File: src/rtl/tmr_pkg.sv
package tmr_pkg;
  // Per-timer strobes from control to datapath
  typedef struct packed {
    logic countEvt;  // accepted falling edge of the gated line
    logic clrCnt;    // enable rose: clear interval and output counters
    logic rdClr;     // read port clears the output counter
  } tmrStrb_t;
endpackage

File: src/rtl/tmr_prescale.sv
module tmr_prescale #(
  parameter int ACC_W = 8
) (
  input  logic             clk,
  input  logic             rstN,
  input  logic             tick,
  input  logic [ACC_W-1:0] step,
  input  logic [ACC_W-1:0] thr,
  output logic [ACC_W-1:0] accOut,
  output logic             divNext
);
  logic [ACC_W-1:0] accQ, accD;
  logic [ACC_W:0]   accSum;
  logic             divQ, ovf;

  always_comb begin
    accSum = {1'b0, accQ} + {1'b0, step};
    ovf    = tick && (accSum >= {1'b0, thr});
    if (!tick)   accD = accQ;
    else if (ovf) accD = ACC_W'(accSum - {1'b0, thr});
    else          accD = accSum[ACC_W-1:0];
    divNext = divQ ^ ovf;
  end

  always_ff @(posedge clk) begin
    if (!rstN) begin
      accQ <= '0;
      divQ <= 1'b0;
    end else begin
      accQ <= accD;
      divQ <= divNext;
    end
  end

  assign accOut = accQ;
endmodule

File: src/rtl/tmr_ctrl.sv
module tmr_ctrl import tmr_pkg::*; #(
  parameter int NUM_TMR = 3,
  parameter int SEL_W   = 2
) (
  input  logic               clk,
  input  logic               rstN,
  input  logic               gateOn,
  input  logic               gateOff,
  input  logic [NUM_TMR-1:0] tmrEn,
  input  logic               rdStb,
  input  logic [SEL_W-1:0]   rdSel,
  input  logic [NUM_TMR-1:0] divNext,
  output tmrStrb_t           strb [NUM_TMR]
);
  logic [NUM_TMR-1:0] lineQ, lineNow, fall, enPrevQ, enRise;
  logic               gateOpen;

  assign gateOpen = gateOn && !gateOff;

  always_comb begin
    for (int i = 0; i < NUM_TMR; i++) begin
      lineNow[i]         = divNext[i] && gateOpen;
      fall[i]            = lineQ[i] && !lineNow[i];
      enRise[i]          = tmrEn[i] && !enPrevQ[i];
      strb[i].clrCnt     = enRise[i];
      strb[i].countEvt   = fall[i] && tmrEn[i] && !enRise[i];
      strb[i].rdClr      = rdStb && (rdSel == SEL_W'(i));
    end
  end

  always_ff @(posedge clk) begin
    if (!rstN) begin
      lineQ   <= '0;
      enPrevQ <= '0;
    end else begin
      lineQ   <= lineNow;
      enPrevQ <= tmrEn;
    end
  end
endmodule

File: src/rtl/tmr_datapath.sv
module tmr_datapath import tmr_pkg::*; #(
  parameter int NUM_TMR = 3,
  parameter int ACC_W   = 8,
  parameter int TGT_W   = 8,
  parameter int OUT_W   = 4
) (
  input  logic                       clk,
  input  logic                       rstN,
  input  logic                       tick,
  input  logic [ACC_W-1:0]           step,
  input  logic [NUM_TMR*ACC_W-1:0]   freqThr,
  input  logic [NUM_TMR*TGT_W-1:0]   target,
  input  tmrStrb_t                   strb [NUM_TMR],
  output logic [NUM_TMR-1:0]         divNext,
  output logic [NUM_TMR*ACC_W-1:0]   accVec,
  output logic [NUM_TMR*TGT_W-1:0]   s2Vec,
  output logic [NUM_TMR*OUT_W-1:0]   s3Vec
);
  for (genvar g = 0; g < NUM_TMR; g++) begin : gTmr
    logic [TGT_W-1:0] s2Q, s2Inc;
    logic [OUT_W-1:0] s3Q;
    logic             hit;

    tmr_prescale #(.ACC_W(ACC_W)) uPre (
      .clk    (clk),
      .rstN   (rstN),
      .tick   (tick),
      .step   (step),
      .thr    (freqThr[g*ACC_W +: ACC_W]),
      .accOut (accVec[g*ACC_W +: ACC_W]),
      .divNext(divNext[g])
    );

    assign s2Inc = s2Q + 1'b1;  // 8-bit wrap makes target 0 act as 256
    assign hit   = strb[g].countEvt && (s2Inc == target[g*TGT_W +: TGT_W]);

    always_ff @(posedge clk) begin
      if (!rstN) begin
        s2Q <= '0;
        s3Q <= '0;
      end else if (strb[g].clrCnt) begin
        s2Q <= '0;
        s3Q <= '0;
      end else begin
        if (strb[g].countEvt) s2Q <= hit ? '0 : s2Inc;
        if (strb[g].rdClr)    s3Q <= OUT_W'(hit);
        else if (hit)         s3Q <= s3Q + 1'b1;
      end
    end

    assign s2Vec[g*TGT_W +: TGT_W] = s2Q;
    assign s3Vec[g*OUT_W +: OUT_W] = s3Q;
  end
endmodule

File: src/rtl/tmr_top.sv
module tmr_top import tmr_pkg::*; #(
  parameter  int NUM_TMR = 3,
  parameter  int ACC_W   = 8,
  parameter  int TGT_W   = 8,
  parameter  int OUT_W   = 4,
  localparam int SEL_W   = (NUM_TMR > 1) ? $clog2(NUM_TMR) : 1
) (
  input  logic                     clk,
  input  logic                     rstN,
  input  logic                     tick,
  input  logic [ACC_W-1:0]         step,
  input  logic                     gateOn,
  input  logic                     gateOff,
  input  logic [NUM_TMR*ACC_W-1:0] freqThr,
  input  logic [NUM_TMR-1:0]       tmrEn,
  input  logic [NUM_TMR*TGT_W-1:0] target,
  input  logic                     rdStb,
  input  logic [SEL_W-1:0]         rdSel,
  output logic [OUT_W-1:0]         rdData
);
  tmrStrb_t                 strb [NUM_TMR];
  logic [NUM_TMR-1:0]       divNext;
  logic [NUM_TMR*ACC_W-1:0] accVec;
  logic [NUM_TMR*TGT_W-1:0] s2Vec;
  logic [NUM_TMR*OUT_W-1:0] s3Vec;

  tmr_ctrl #(.NUM_TMR(NUM_TMR), .SEL_W(SEL_W)) uCtrl (
    .clk(clk), .rstN(rstN), .gateOn(gateOn), .gateOff(gateOff),
    .tmrEn(tmrEn), .rdStb(rdStb), .rdSel(rdSel),
    .divNext(divNext), .strb(strb)
  );

  tmr_datapath #(.NUM_TMR(NUM_TMR), .ACC_W(ACC_W), .TGT_W(TGT_W), .OUT_W(OUT_W)) uDp (
    .clk(clk), .rstN(rstN), .tick(tick), .step(step),
    .freqThr(freqThr), .target(target), .strb(strb),
    .divNext(divNext), .accVec(accVec), .s2Vec(s2Vec), .s3Vec(s3Vec)
  );

  always_comb begin
    rdData = '0;
    for (int i = 0; i < NUM_TMR; i++)
      if (rdSel == SEL_W'(i)) rdData = s3Vec[i*OUT_W +: OUT_W];
  end
endmodule

File: config.mk
export PLATFORM = sky130hd
export DESIGN_NAME = tmr_top
export DESIGN_NICKNAME = d
export VERILOG_FILES = /design/src/rtl/tmr_pkg.sv /design/src/rtl/tmr_prescale.sv /design/src/rtl/tmr_ctrl.sv /design/src/rtl/tmr_datapath.sv /design/src/rtl/tmr_top.sv
export SDC_FILE = /design/constraint.sdc
export NUM_CORES = 1
export LEC_CHECK = 0
export BUFFER_PORTS_ARGS = -buffer_cell sky130_fd_sc_hd__clkbuf_2
export CORE_MARGIN = 2
export CORE_UTILIZATION = 40
export CTS_BUF_LIST = sky130_fd_sc_hd__clkbuf_2 sky130_fd_sc_hd__clkbuf_4 sky130_fd_sc_hd__clkbuf_8
export CTS_CLUSTER_DIAMETER = 40
export DETAILED_ROUTE_END_ITERATION = 8
export PLACE_DENSITY = 0.61
export SLEW_MARGIN = 20
export SYNTH_ARGS = -nofsm -noshare
export SYNTH_HDL_FRONTEND = slang
export SYNTH_SLANG_ARGS = --single-unit
export TNS_END_PERCENT = 1
File: constraint.sdc
create_clock -name clk -period 6.65 [get_ports clk]
set_input_delay 0.3325 -clock clk [delete_from_list [all_inputs] [get_ports clk]]
set_output_delay 0.3325 -clock clk [all_outputs]
set_load 0.01 [all_outputs]
==> impl_summary.md <==
Worst setup path
The kind of end point of the critical path is a flip-flop. STA classifies the critical path startpoint as a flip-flop. The worst-path maximum fanout is 24.

For the worst setup path, the data required time is 6950 ps. At the worst endpoint, the arrival time is 4500 ps. The critical path in this run is classified as reg -> reg.

Timing
The number of setup violations in the final report is 0. The smallest setup slack after layout is 2450 ps. The slew at the pin closest to its max-slew limit is 876 ps.

The post-route clock skew is 10.0 ps. The setup TNS is 0 ps. The worst pin sits at a relative slew slack of 0.415.

The number of failing hold endpoints at the final stage came to 0. Of the available clock period, the critical path in the final layout requires 0.631. After layout, the minimum clock period comes to 4200 ps. The number of max-slew violations in the final report is 0. For this run, the top clock speed supported by timing is 238 MHz. The worst hold slack is 236 ps. Setup repair after global routing left no endpoint under its margin.

Synth
The area of the mapped netlist is 6040 um2. In this run, synthesis produced a sequential element count of 69. By count the netlist is led by sky130_fd_sc_hd__dfxtp_1 (69), sky130_fd_sc_hd__a21oi_1 (63), sky130_fd_sc_hd__o21ai_0 (60), sky130_fd_sc_hd__ha_1 (54), sky130_fd_sc_hd__inv_1 (51). The number of synthesized flops with an enable pin is 0. A synthesized cell averages 7.90 um2. The synthesized instance count is 764. In the synthesized netlist the async set-or-reset flop fraction comes to 0. The share of synthesized area occupied by flip-flops and latches is 0.229. The number of nets in the synthesized netlist is 891. Ranked by total cell area, the synthesized netlist is headed by sky130_fd_sc_hd__dfxtp_1 (23%), sky130_fd_sc_hd__ha_1 (11%), sky130_fd_sc_hd__xnor2_1 (6.4%), sky130_fd_sc_hd__a21oi_1 (5.2%), sky130_fd_sc_hd__o21ai_0 (5.0%).

In the post-synthesis netlist, the cell with the most instances is sky130_fd_sc_hd__dfxtp_1. Of the post-synthesis cell area, the dominant cell type holds 0.229. The leading area contributor after synthesis is sky130_fd_sc_hd__dfxtp_1. The total number of yosys warnings is 0. For this run, the leading register cell type out of synthesis is sky130_fd_sc_hd__dfxtp_1.

The synthesized netlist contains 66 unique library cells.

Clock network
At the later pin of the worst-skew pair, clock insertion delay measures 370 ps. In this run the clock root is driven by a sky130_fd_sc_hd__clkbuf_8. The cts-stage hold buffer count is 0. No sink is reached through more buffers than the 2 on the longest clock path. Counting the buffers created by CTS gives 9. The clock net sink count is 69. The clock tree from TritonCTS is built.

The H-tree was split into 3 levels. The number of gates given a new drive strength after cts is 0. In this run the post-CTS setup repair buffer count came out at 0. The register clock-pin slew on the reported worst setup and hold paths is 80 ps.

GRT
In the global route stage, met2 resource usage came out at 0.301. The global-route wire length before repair is 25600 um. For met3 alone, demand over resource in global routing was 0.0287.

Entering global routing, the biggest net connects 53 pins. For this run, global-route usage on met1 was measured as 0.272. The overall global routing resource usage is 0.193. The number of antenna violations at the first check in global routing came to 0. The layer flagged by global routing as most heavily used is met2. The via count of the first global-routing pass was 5200.

Global routing finished with a remaining overflow of 0.

Finish
The total non-filler cell area in the finished layout is 6760 um2. The filler cell count is 1522. The net count of the finished layout is 953. At the end of the flow the core is filled with cells to 0.461. The fraction of final layout cells sized beyond drive strength 1 is 0.131. Compared with the post-synthesis result, the final layout area differs by 12.0%. The repair_antennas step left the layout with diodes totalling 0. Once layout is complete, the cells apart from fillers number 1015.

Summing all multi-input logic gate instances after layout gives 4380 um2. The sequential cell area in the final layout is 1380 um2.

Detailed routing
The number of routed nets with antenna violations is 0. In the final routed layout, each cell accounts on average for 15.2 um. The initial DRC count is 423.

For this run, design rule violations remaining after detail routing come to 0. The total via count in the routed design is 5703. The first detailed-routing pass ran for 5 iterations. Summed over all layers, the routed wires come to 15400 um. The via-per-instance ratio is 5.62.

Placement
The placed instance count is 999. Timing analysis after detailed placement gives a worst setup slack of 2330 ps. The final RePlAce weighted congestion is 0.827. Once placement finished, the instance area stood at 6550 um2. Detailed placement finished with a half-perimeter wire length of 11700 um.

Buffers placed on the I/O ports in this run total 70.

Flow run
The count of max-cap constraint violations is 0.

Floorplan
The area of the die is 16100 um2. The height of the die is 127 um. The core outline area is 14600 um2.

The horizontal die dimension is 127 um. The initial core utilization is 0.412. The number of placement rows is 44. For this design the top-level I/O count stands at 71.

Power
In this run the power density over the cells is 369 nW/um2. The post-route total power is 2.49 mW. The leakage power figure is 2.80 nW. VDD sags by at most 0.222 mV.

Status
The flow ran to the end, and the final reports show no timing, DRC or antenna violations.

Min path
The worst hold-check path type is in -> reg.
[cell type report]
type,count,area share
Timing Repair Buffer,73,0.0552
Clock inverter,5,0.00870
Clock buffer,11,0.0215
Tap cell,184,0.0341
Multi-Input combinational cell,622,0.648
Inverter,51,0.0283
Sequential cell,69,0.204
[flip-flops by register name, summed over array words and instances, names as in the netlist]
name	count
uDp.gTmr.s3Q	12
uDp.gTmr.uPre.accOut	24
uCtrl.lineQ	3
uCtrl.enPrevQ	3
uDp.gTmr.s2Q	24
uDp.gTmr.uPre.divQ	3
[cells in the final DEF, fill, tap and decap left out, types with 4 or more instances in the layout]
cell,count
sky130_fd_sc_hd__o21bai_1,8
sky130_fd_sc_hd__o41ai_1,4
sky130_fd_sc_hd__nand2b_1,5
sky130_fd_sc_hd__nor2_1,47
sky130_fd_sc_hd__nand4_1,11
sky130_fd_sc_hd__ha_1,54
sky130_fd_sc_hd__clkbuf_2,70
sky130_fd_sc_hd__nor4_1,5
sky130_fd_sc_hd__nand2_1,46
sky130_fd_sc_hd__a311oi_1,7
sky130_fd_sc_hd__nand3b_1,7
sky130_fd_sc_hd__fa_1,6
sky130_fd_sc_hd__inv_1,51
sky130_fd_sc_hd__nor3_1,12
sky130_fd_sc_hd__or3_1,9
sky130_fd_sc_hd__a22oi_1,4
sky130_fd_sc_hd__o31ai_1,7
sky130_fd_sc_hd__xnor2_1,44
sky130_fd_sc_hd__o211ai_1,11
sky130_fd_sc_hd__or4_1,9
sky130_fd_sc_hd__and3_1,9
sky130_fd_sc_hd__nand4bb_1,4
sky130_fd_sc_hd__o21ai_1,4
sky130_fd_sc_hd__clkbuf_8,10
sky130_fd_sc_hd__o21a_1,16
sky130_fd_sc_hd__a21oi_1,63
sky130_fd_sc_hd__or2_2,5
sky130_fd_sc_hd__a211oi_1,12
sky130_fd_sc_hd__a31oi_1,5
sky130_fd_sc_hd__dfxtp_1,69
sky130_fd_sc_hd__and2_1,5
sky130_fd_sc_hd__xor2_1,17
sky130_fd_sc_hd__o21ai_0,58
sky130_fd_sc_hd__nor2b_1,7
sky130_fd_sc_hd__nand3_1,45
sky130_fd_sc_hd__a21o_1,11
sky130_fd_sc_hd__mux2i_1,17
[worst paths after layout]
check,cells after the start,slack [ps],start,end
setup / recovery,15,2450,uDp.gTmr[2].uPre.accOut[0],uDp.gTmr[2].s2Q[1]
hold / removal,3,240,tmrEn[1],uCtrl.enPrevQ[1]
hold reg to reg,2,470,uDp.gTmr[1].uPre.accOut[7],uDp.gTmr[1].uPre.accOut[7]
setup reg to reg,15,2450,uDp.gTmr[2].uPre.accOut[0],uDp.gTmr[2].s2Q[1]
[power by group]
| part | total (mW) | leakage [nW] | switching (mW) | internal (mW) |
|---|---|---|---|---|
| clock | 0.366 | 0.0994 | 0.178 | 0.188 |
| sequential | 0.531 | 0.563 | 0.0477 | 0.484 |
| combinational | 1.60 | 2.14 | 0.927 | 0.669 |
[critical path, stage by stage (launching register included)]
cell and delay, ps:
sky130_fd_sc_hd__dfxtp_1 320, sky130_fd_sc_hd__ha_1 210, sky130_fd_sc_hd__fa_1 430, sky130_fd_sc_hd__a211oi_2 280, sky130_fd_sc_hd__o21bai_1 120, sky130_fd_sc_hd__a21oi_1 190, sky130_fd_sc_hd__xnor2_1 170, sky130_fd_sc_hd__ha_1 320
sky130_fd_sc_hd__nand4_1 150, sky130_fd_sc_hd__o21ai_0 180, sky130_fd_sc_hd__a21oi_2 440, sky130_fd_sc_hd__o21a_1 200, sky130_fd_sc_hd__o211ai_1 80, sky130_fd_sc_hd__buf_4 220, sky130_fd_sc_hd__or4b_2 680, sky130_fd_sc_hd__a21oi_1 150
[cells by family after synthesis]
group,after synthesis,synth area share
mux,19,0.0319
xor+xnor,61,0.0885
fa+ha+maj,60,0.132
flops,69,0.229
buf+inv,73,0.0468
compound gates,239,0.254
simple gates,243,0.218
[per-layer routing]
layer	vias up	wire [um]
li1	2949	-
met1	2620	7670
met2	112	6900
met3	22	528
met4	0	306
met5	-	0
No activity file was read; power rests on OpenSTA's default activity.
